$ cat config.mk
export PLATFORM = sky130hd
export DESIGN_NAME = ret_addr_stack
export DESIGN_NICKNAME = d
export VERILOG_FILES = /design/src/rtl/ras_pkg.sv /design/src/rtl/ras_ctrl.sv /design/src/rtl/ras_datapath.sv /design/src/rtl/ret_addr_stack.sv
export SDC_FILE = /design/constraint.sdc
export NUM_CORES = 1
export LEC_CHECK = 0
export ABC_AREA = 1
export BUFFER_PORTS_ARGS = -buffer_cell sky130_fd_sc_hd__buf_2
export CAP_MARGIN = 10
export CORE_UTILIZATION = 35
export CTS_CLUSTER_DIAMETER = 40
export DETAILED_ROUTE_END_ITERATION = 8
export PLACE_DENSITY = 0.5
export SETUP_SLACK_MARGIN = 0.4
export SLEW_MARGIN = 10
export SYNTH_ARGS = -nofsm -noshare
export SYNTH_HDL_FRONTEND = slang
export SYNTH_HIERARCHICAL = 1
export SYNTH_SLANG_ARGS = --single-unit
$ cat constraint.sdc
create_clock -name clk -period 1.7 [get_ports clk]
set_input_delay 0.34 -clock clk [delete_from_list [all_inputs] [get_ports clk]]
set_output_delay 0.34 -clock clk [all_outputs]
set_load 0.01 [all_outputs]
$ cat src/rtl/ras_pkg.sv
package ras_pkg;
  // Ring depth is fixed for the block; derived widths follow from it.
  localparam int unsigned RAS_DEPTH = 3;
  localparam int unsigned RAS_PTR_W = $clog2(RAS_DEPTH);
  localparam int unsigned RAS_CNT_W = $clog2(RAS_DEPTH + 1);

  typedef logic [RAS_PTR_W-1:0] ptr_t;
  typedef logic [RAS_CNT_W-1:0] cnt_t;

  localparam ptr_t LAST_SLOT = ptr_t'(RAS_DEPTH - 1);
  localparam cnt_t FULL_CNT  = cnt_t'(RAS_DEPTH);

  typedef enum logic [2:0] {
    OP_IDLE,
    OP_PUSH,
    OP_POP,
    OP_SWAP,
    OP_RESTORE
  } ras_op_e;

  // Strobes from control to the address storage.
  typedef struct packed {
    logic writeEn;
    ptr_t writeIdx;
    ptr_t readIdx;
  } ras_strobe_t;
endpackage

$ cat src/rtl/ras_ctrl.sv
module ras_ctrl
  import ras_pkg::*;
(
  input  logic        clk,
  input  logic        rstN,
  input  logic        callPush,
  input  logic        retPop,
  input  logic        retIsCond,
  input  logic        flushEn,
  input  ptr_t        restoreTop,
  input  cnt_t        restoreCount,
  output ras_strobe_t stb,
  output logic        predValid,
  output ptr_t        topPtr,
  output cnt_t        occCount
);
  logic    popReq;
  logic    popHit;
  ptr_t    nextUp;
  ptr_t    nextDown;
  ras_op_e op;

  assign popReq = retPop && !retIsCond;
  assign popHit = popReq && (occCount != '0);

  assign nextUp   = (topPtr == LAST_SLOT) ? '0 : ptr_t'(topPtr + 1'b1);
  assign nextDown = (topPtr == '0) ? LAST_SLOT : ptr_t'(topPtr - 1'b1);

  always_comb begin
    if (flushEn)                op = OP_RESTORE;
    else if (callPush && popHit) op = OP_SWAP;
    else if (callPush)           op = OP_PUSH;
    else if (popHit)             op = OP_POP;
    else                         op = OP_IDLE;
  end

  always_comb begin
    stb.writeEn  = (op == OP_PUSH) || (op == OP_SWAP);
    stb.writeIdx = (op == OP_PUSH) ? nextUp : topPtr;
    stb.readIdx  = topPtr;
  end

  assign predValid = popHit && !flushEn;

  always_ff @(posedge clk or negedge rstN) begin
    if (!rstN) begin
      topPtr   <= '0;
      occCount <= '0;
    end else begin
      case (op)
        OP_RESTORE: begin
          topPtr   <= restoreTop;
          occCount <= restoreCount;
        end
        OP_PUSH: begin
          topPtr <= nextUp;
          if (occCount != FULL_CNT) occCount <= cnt_t'(occCount + 1'b1);
        end
        OP_POP: begin
          topPtr   <= nextDown;
          occCount <= cnt_t'(occCount - 1'b1);
        end
        default: ;
      endcase
    end
  end

  // occupancy never exceeds the ring depth
  a_r2_count_bound: assert property (@(posedge clk) disable iff (!rstN)
    occCount <= FULL_CNT);

  // an empty unconditional pop moves nothing
  a_r4_empty_pop_hold: assert property (@(posedge clk) disable iff (!rstN)
    (retPop && !retIsCond && !callPush && !flushEn && occCount == '0)
    |=> ($stable(topPtr) && occCount == '0));

  // a conditional return leaves pointer and count alone
  a_r6_cond_no_change: assert property (@(posedge clk) disable iff (!rstN)
    (retPop && retIsCond && !callPush && !flushEn)
    |=> ($stable(topPtr) && $stable(occCount)));

  // coincident push and hit keep pointer and count
  a_r7_swap_hold: assert property (@(posedge clk) disable iff (!rstN)
    (callPush && retPop && !retIsCond && !flushEn && occCount != '0)
    |=> ($stable(topPtr) && $stable(occCount)));

  // restore loads the supplied checkpoint
  a_r9_restore_load: assert property (@(posedge clk) disable iff (!rstN)
    flushEn |=> (topPtr == $past(restoreTop) && occCount == $past(restoreCount)));

  // restore values stay in range (input assumption)
  a_r9_restore_range: assert property (@(posedge clk) disable iff (!rstN)
    flushEn |-> (restoreTop <= LAST_SLOT && restoreCount <= FULL_CNT));

  // no prediction without a return strobe
  a_r10_no_pop_no_pred: assert property (@(posedge clk) disable iff (!rstN)
    !retPop |-> !predValid);
endmodule

$ cat src/rtl/ras_datapath.sv
module ras_datapath
  import ras_pkg::*;
#(
  parameter int unsigned ADDR_W = 32
) (
  input  logic              clk,
  input  logic              rstN,
  input  ras_strobe_t       stb,
  input  logic [ADDR_W-1:0] wrData,
  output logic [ADDR_W-1:0] rdData
);
  logic [ADDR_W-1:0] slotVal [RAS_DEPTH];

  for (genvar i = 0; i < RAS_DEPTH; i++) begin : gSlot
    logic [ADDR_W-1:0] q;
    always_ff @(posedge clk or negedge rstN) begin
      if (!rstN)                                        q <= '0;
      else if (stb.writeEn && stb.writeIdx == ptr_t'(i)) q <= wrData;
    end
    assign slotVal[i] = q;
  end

  always_comb begin
    rdData = '0;
    for (int k = 0; k < RAS_DEPTH; k++) begin
      if (stb.readIdx == ptr_t'(k)) rdData = slotVal[k];
    end
  end

  // control never addresses a slot beyond the ring
  a_r3_index_range: assert property (@(posedge clk) disable iff (!rstN)
    (stb.readIdx <= LAST_SLOT) && (!stb.writeEn || stb.writeIdx <= LAST_SLOT));

  // a written slot holds the written address on the next cycle
  a_r3_write_lands: assert property (@(posedge clk) disable iff (!rstN)
    stb.writeEn |=> (slotVal[$past(stb.writeIdx)] == $past(wrData)));
endmodule

$ cat src/rtl/ret_addr_stack.sv
module ret_addr_stack
  import ras_pkg::*;
#(
  parameter int unsigned ADDR_W = 32
) (
  input  logic              clk,
  input  logic              rstN,
  input  logic              callPush,
  input  logic [ADDR_W-1:0] pushAddr,
  input  logic              retPop,
  input  logic              retIsCond,
  input  logic              flushEn,
  input  logic [1:0]        restoreTop,
  input  logic [1:0]        restoreCount,
  output logic [ADDR_W-1:0] predAddr,
  output logic              predValid,
  output logic [1:0]        ckptTop,
  output logic [1:0]        ckptCount
);
  ras_strobe_t stb;
  ptr_t        topPtr;
  cnt_t        occCount;

  ras_ctrl u_ctrl (
    .clk         (clk),
    .rstN        (rstN),
    .callPush    (callPush),
    .retPop      (retPop),
    .retIsCond   (retIsCond),
    .flushEn     (flushEn),
    .restoreTop  (ptr_t'(restoreTop)),
    .restoreCount(cnt_t'(restoreCount)),
    .stb         (stb),
    .predValid   (predValid),
    .topPtr      (topPtr),
    .occCount    (occCount)
  );

  ras_datapath #(.ADDR_W(ADDR_W)) u_dp (
    .clk   (clk),
    .rstN  (rstN),
    .stb   (stb),
    .wrData(pushAddr),
    .rdData(predAddr)
  );

  assign ckptTop   = 2'(topPtr);
  assign ckptCount = 2'(occCount);

  // a push with an empty pop still stores and never predicts
  a_r8_empty_swap: assert property (@(posedge clk) disable iff (!rstN)
    (callPush && retPop && !retIsCond && !flushEn && ckptCount == 2'd0)
    |-> !predValid ##1 (ckptCount == 2'd1));
endmodule

### Word level (Yosys, flattened, before mapping)

Cells that the tools add are included.

| storage, ports and cells | value |
|---|---|
| bits in registers | 100 |
| output and inout port bits | 37 |
| word-level logic and storage cells | 47 |

| cells by class | value |
|---|---|
| add/subtract/negate cells | 4 |
| equal/unequal tests | 10 |
| mux-type cells | 13 |
| reductions and logical operators | 15 |

Operators by type and width:

| cell | number |
|---|---|
| $mux 32 | 3 |
| $pmux 2 s3 | 2 |
| $mux 2 | 5 |
| $mux 3 | 3 |
| $logic_and 1x1->1 | 7 |
| $eq 3x2->1 const B | 2 |
| $add 2x1->2 const B | 2 |
| $eq 2x1->1 const B | 2 |
| $eq 2x2->1 const B | 2 |
| $logic_not 2->1 | 2 |
| $ne 2x2->1 const B | 2 |
| $sub 2x1->2 const B | 2 |
| $eq 3x1->1 const B | 1 |
| $eq 3x3->1 const B | 1 |
| $reduce_bool 3->1 | 1 |
| $logic_not 1->1 | 2 |
| $reduce_and 2->1 | 1 |
| $reduce_bool 2->1 | 1 |
| $logic_or 1x1->1 | 1 |

### Logic depth before layout (Yosys ltp)

| logic depth | value |
|---|---|
| word-level depth | 11 |
| depth in mapped cells | 12 |

### Modules after synthesis

Netlist, hierarchy kept.

Modules (own cells, without submodules):

| module | instances | cells each | area an instance (µm²) |
|---|---|---|---|
| ras_datapath | 1 | 575 | 4709.5 |
| ras_ctrl | 1 | 69 | 510.5 |

### Worst setup path before layout

No wires, ideal clock.

| path | value |
|---|---|
| path kind | register to register |
| from | reg u_ctrl.occCount[0] |
| to | reg u_dp.gSlot[2].q[10] |
| setup time | 0.117 ns |
| arrival time | 1.440 ns |
| setup slack | 0.143 ns |
| cell stages (with the launch flop) | 13 |
| buffers on the path | 2 |
| period minus slack after synthesis | 1.557 ns |
| path through | dfrtp_1 > inv_1 > nand2_2 > nand2_4 > nand2_8 > nand2_1 > nand2_1 > buf_4 > inv_4 > nand3_2 > buf_4 > nand2_1 > nand2_1 |

RTL lines:

| what | RTL line | text |
|---|---|---|
| start, declared | ras_ctrl.sv:15 | `output cnt_t occCount` |
| start signal, assigned | ras_ctrl.sv:53 | `occCount <= restoreCount;` |
| start signal, assigned | ras_ctrl.sv:57 | `if (occCount != FULL_CNT) occCount <= cnt_t'(occCount + 1'b1);` |
| start signal, assigned | ras_ctrl.sv:61 | `occCount <= cnt_t'(occCount - 1'b1);` |
| end signal, assigned | ras_datapath.sv:18 | `else if (stb.writeEn && stb.writeIdx == ptr_t'(i)) q <= wrData;` |
| end, declared | ras_datapath.sv:15 | `logic [ADDR_W-1:0] q;` |

### Worst setup path after layout

| path | value |
|---|---|
| from | reg u_ctrl.topPtr[1] |
| to | out predAddr[11] |

| between the ends | value |
|---|---|
| longest elaborated chain between the ends | 4 |
| elaborated cells between the ends (all ways) | 6 |
| those cells by class | 2 x eq/ne; 3 x mux; 1 x reduce/logical |

RTL lines:

| what | RTL line | text |
|---|---|---|
| start, declared | ras_ctrl.sv:14 | `output ptr_t topPtr,` |
| start signal, assigned | ras_ctrl.sv:52 | `topPtr <= restoreTop;` |
| start signal, assigned | ras_ctrl.sv:56 | `topPtr <= nextUp;` |
| start signal, assigned | ras_ctrl.sv:60 | `topPtr <= nextDown;` |
| $logic_not 2->1 | ras_datapath.sv:26 | `if (stb.readIdx == ptr_t'(k)) rdData = slotVal[k];` |
| $mux 32 (2 in series) | ras_datapath.sv:26 |  |
| $mux 32 (*) | ras_datapath.sv:26 |  |
| end, declared | ret_addr_stack.sv:15 | `output logic [ADDR_W-1:0] predAddr,` |

Mark *: on every way between the ends. The rest lies on a longest branch, timed or not.

==> flow_summary.ini <==
[floorplan]
core_sq_mm = 0.01453
die_y_um = 124.1
die_area_sq_mm = 0.01541
fp-row-count = 44
die_w_um = 124.1
initial_utilization = 0.3592
io-pin-count = 79

[place]
dp_hpwl_um = 10120
port_buffers = 78
globalplace.congestion = 0.7807
place_ws_ns = -0.01237

[synth]
synth-seq-cells = 100
yosys-top-cells-area = dfrtp_1 (48%), nand2_1 (17%), nand3_1 (13%)
mappedNetlistArea_sq_mm = 0.005220
synth_area_leader_cell = dfrtp_1
yosysSeqAreaShare = 0.4794
syn_nets = 689
synth_top_cell_area_share = 0.4794
ys_types = 22
avgSynthCellArea_sq_um = 8.106
syn-instance-count = 644
yosysWarnings = 6

[clocking]
cts_num_sinks = 100
ctsLongestPathBuffers = 2
cts_max_level = 3
cts_made_buffers = 9
clk_pin_slew_ns = 0.07
cts_tree = yes
cts-root-buf = clkbuf_16
clock_latency_ns = 0.35

[routing]
routed_wl_um = 16790
drt-vias-per-instance = 5.393
drtIter0Drc = 462
dr.pass1.iters = 5
drcViolationCount = 0
wire_per_inst_um = 17.86
postRouteAntennaNets = 0
via_count = 5069

[worst_setup_path]
end_kind = output port
arrival_ns = 1.63
cp_max_fo = 8
crit_required_ns = 1.36
cp_common_cell = buf_6
start_kind = register
path_cells = buf_12, nor2_4, buf_6, buf_16, nand2_2, nand3_2, buf_6
cpMaxStageDelayCell = dfrtp_2
cpPeakStageDelay_ns = 0.44
critPathKind = reg2out

[pwr]
p_leak_nw = 4.006
combinationalPowerShare = 0.394
pwr_density_cell_mw_per_mm2 = 1354
p_sw_mw = 3.607
ir_drop_mv = 0.5879
swShare = 0.3569
power_mw = 10.11
seqPwrFrac = 0.385
p_int_mw = 6.499
p_clk_frac = 0.220

[finish]
nets = 796
antenna_cells = 0
regArea_sq_mm = 0.002506
layout_commonest_cell = nand2_1
layout-drive-gt1-share = 0.3704
multi_input_area_sq_mm = 0.002736
final_cell_mix = nand2_1 (198), nand3_1 (98), dfrtp_1 (97), nand4_1 (68), buf_6 (54)
synthToLayoutAreaGrowth_pct = 43.02
fillers = 1382

[timing]
rsz0062_at_grt = true
drv_slew = 0
tns_ns = -18.56
setup_violations = 128
fin_crit_ns = 1.971
finClkSkew_ns = 0.005162
finalCritPeriodShare = 1.160
tightest_slew_ns = 0.5135
maxSlewHeadroom = 0.6576
max_freq_mhz = 507.3
finalWorstSetupSlack_ns = -0.2712
hold_viol = 0

[job]
drv_cap = 0

[global_routing]
grt_overflow_total = 0
antenna_found_initial = 0
grt_start_max_net_pins = 49
grt_first_pass_wirelength_um = 26630
grt_pass1_vias = 4872
grtUsageTotal = 0.2309

[hold_path]
worstHoldPathType = in2reg

[status]
outcome = finished with violations
violations = negative setup slack
power groups by stage:
stage	logic (mW)	clock network [mW]	registers, mW
6_report	3.99	2.23	3.90
5_1_grt	4.37	2.37	4.01
4_1_cts	3.68	2.27	3.80
3_5_place_dp	2.96	0	3.82
3_3_place_gp	2.91	0	3.80
2_1_floorplan	1.94	0	3.71
critical path, delay by kind of cell (launching register included):
| kind | cells | cell delay [ns] |
|---|---|---|
| flip-flops | 1 | 0.44 |
| AND/OR/NAND/NOR | 3 | 0.26 |
| buffers and inverters | 4 | 0.56 |
worst paths after layout:
path	from	to	slack, ns	cells after the start
worst min register to register	u_dp/gSlot[1].q[13]$_DFFE_PN0P_	u_dp/gSlot[1].q[13]$_DFFE_PN0P_	0.47	2
min in group asynchronous	rstN	u_dp/gSlot[0].q[21]$_DFFE_PN0P_	0.42	2
max in group asynchronous	rstN	u_dp/gSlot[2].q[5]$_DFFE_PN0P_	0.72	3
worst min-delay path	pushAddr[21]	u_dp/gSlot[0].q[21]$_DFFE_PN0P_	0.26	3
worst max register to register	u_ctrl/topPtr[0]$_DFFE_PN0P_	u_dp/gSlot[1].q[28]$_DFFE_PN0P_	-0.17	11
worst max-delay path	u_ctrl/topPtr[1]$_DFFE_PN0P_	predAddr[11]	-0.27	7
final cells by class:
class	instances	share of cell area
flip-flops and latches	100	0.3357
clock inverters	3	0.005698
repair buffers	152	0.2122
multi-input cells	472	0.3665
well taps	184	0.03084
clock buffers	13	0.03754
inverters	16	0.01156
kinds of logic after synthesis:
| kind of cell | Yosys count | share of synthesized area |
|---|---|---|
| adder cells (fa/ha/maj) | 3 | 0.007192 |
| AND/OR/NAND/NOR | 469 | 0.4298 |
| flip-flops | 100 | 0.4794 |
| buffers and inverters | 72 | 0.08365 |
state kept, by name (all words and copies together), names as in the netlist:
signal / count
u_dp/gSlot.q: 96
u_ctrl/occCount: 2
u_ctrl/topPtr: 2
stage by stage:
step / instance area (sq um) / std cells / utilization / hold WS [ns]
CTS: 7073 / 933 / 0.4867 / 0.2501
floorplan: 5351 / 644 / - / 0.04441
detailed placement: 6067 / 895 / 0.4174 / 0.2484
finish: 7466 / 940 / 0.5137 / 0.2584
global route: 7466 / 940 / 0.5137 / 0.2614
global placement: 6067 / 895 / 0.4174 / 0.2486
Yosys cell counts, drive strengths merged:
cell and instances:
ha 3, clkinv 1, nor2 17, nand3 142, inv 14, buf 56, nand4 68, bufinv 1
nand2 242, dfrtp 100
layer usage:
layer	vias up	global-route usage	wire, um
met4	0	0.07813	253
met3	16	0.02930	893
met2	158	0.3705	8013
met1	2508	0.3202	7629
met5	-	0	0
li1	2387	-	-
timing repair:
action / 4_1_cts / 5_1_grt
gates resized for setup: 87 / 73
buffers inserted: 16 / 6
hold endpoints to repair: 16 / 0
hold buffers: 1 / 0
cloned: 5 / 1
setup endpoints to repair: 133 / 137
pin swaps: 8 / 8
Note: power is estimated with default switching activity, not from simulation.
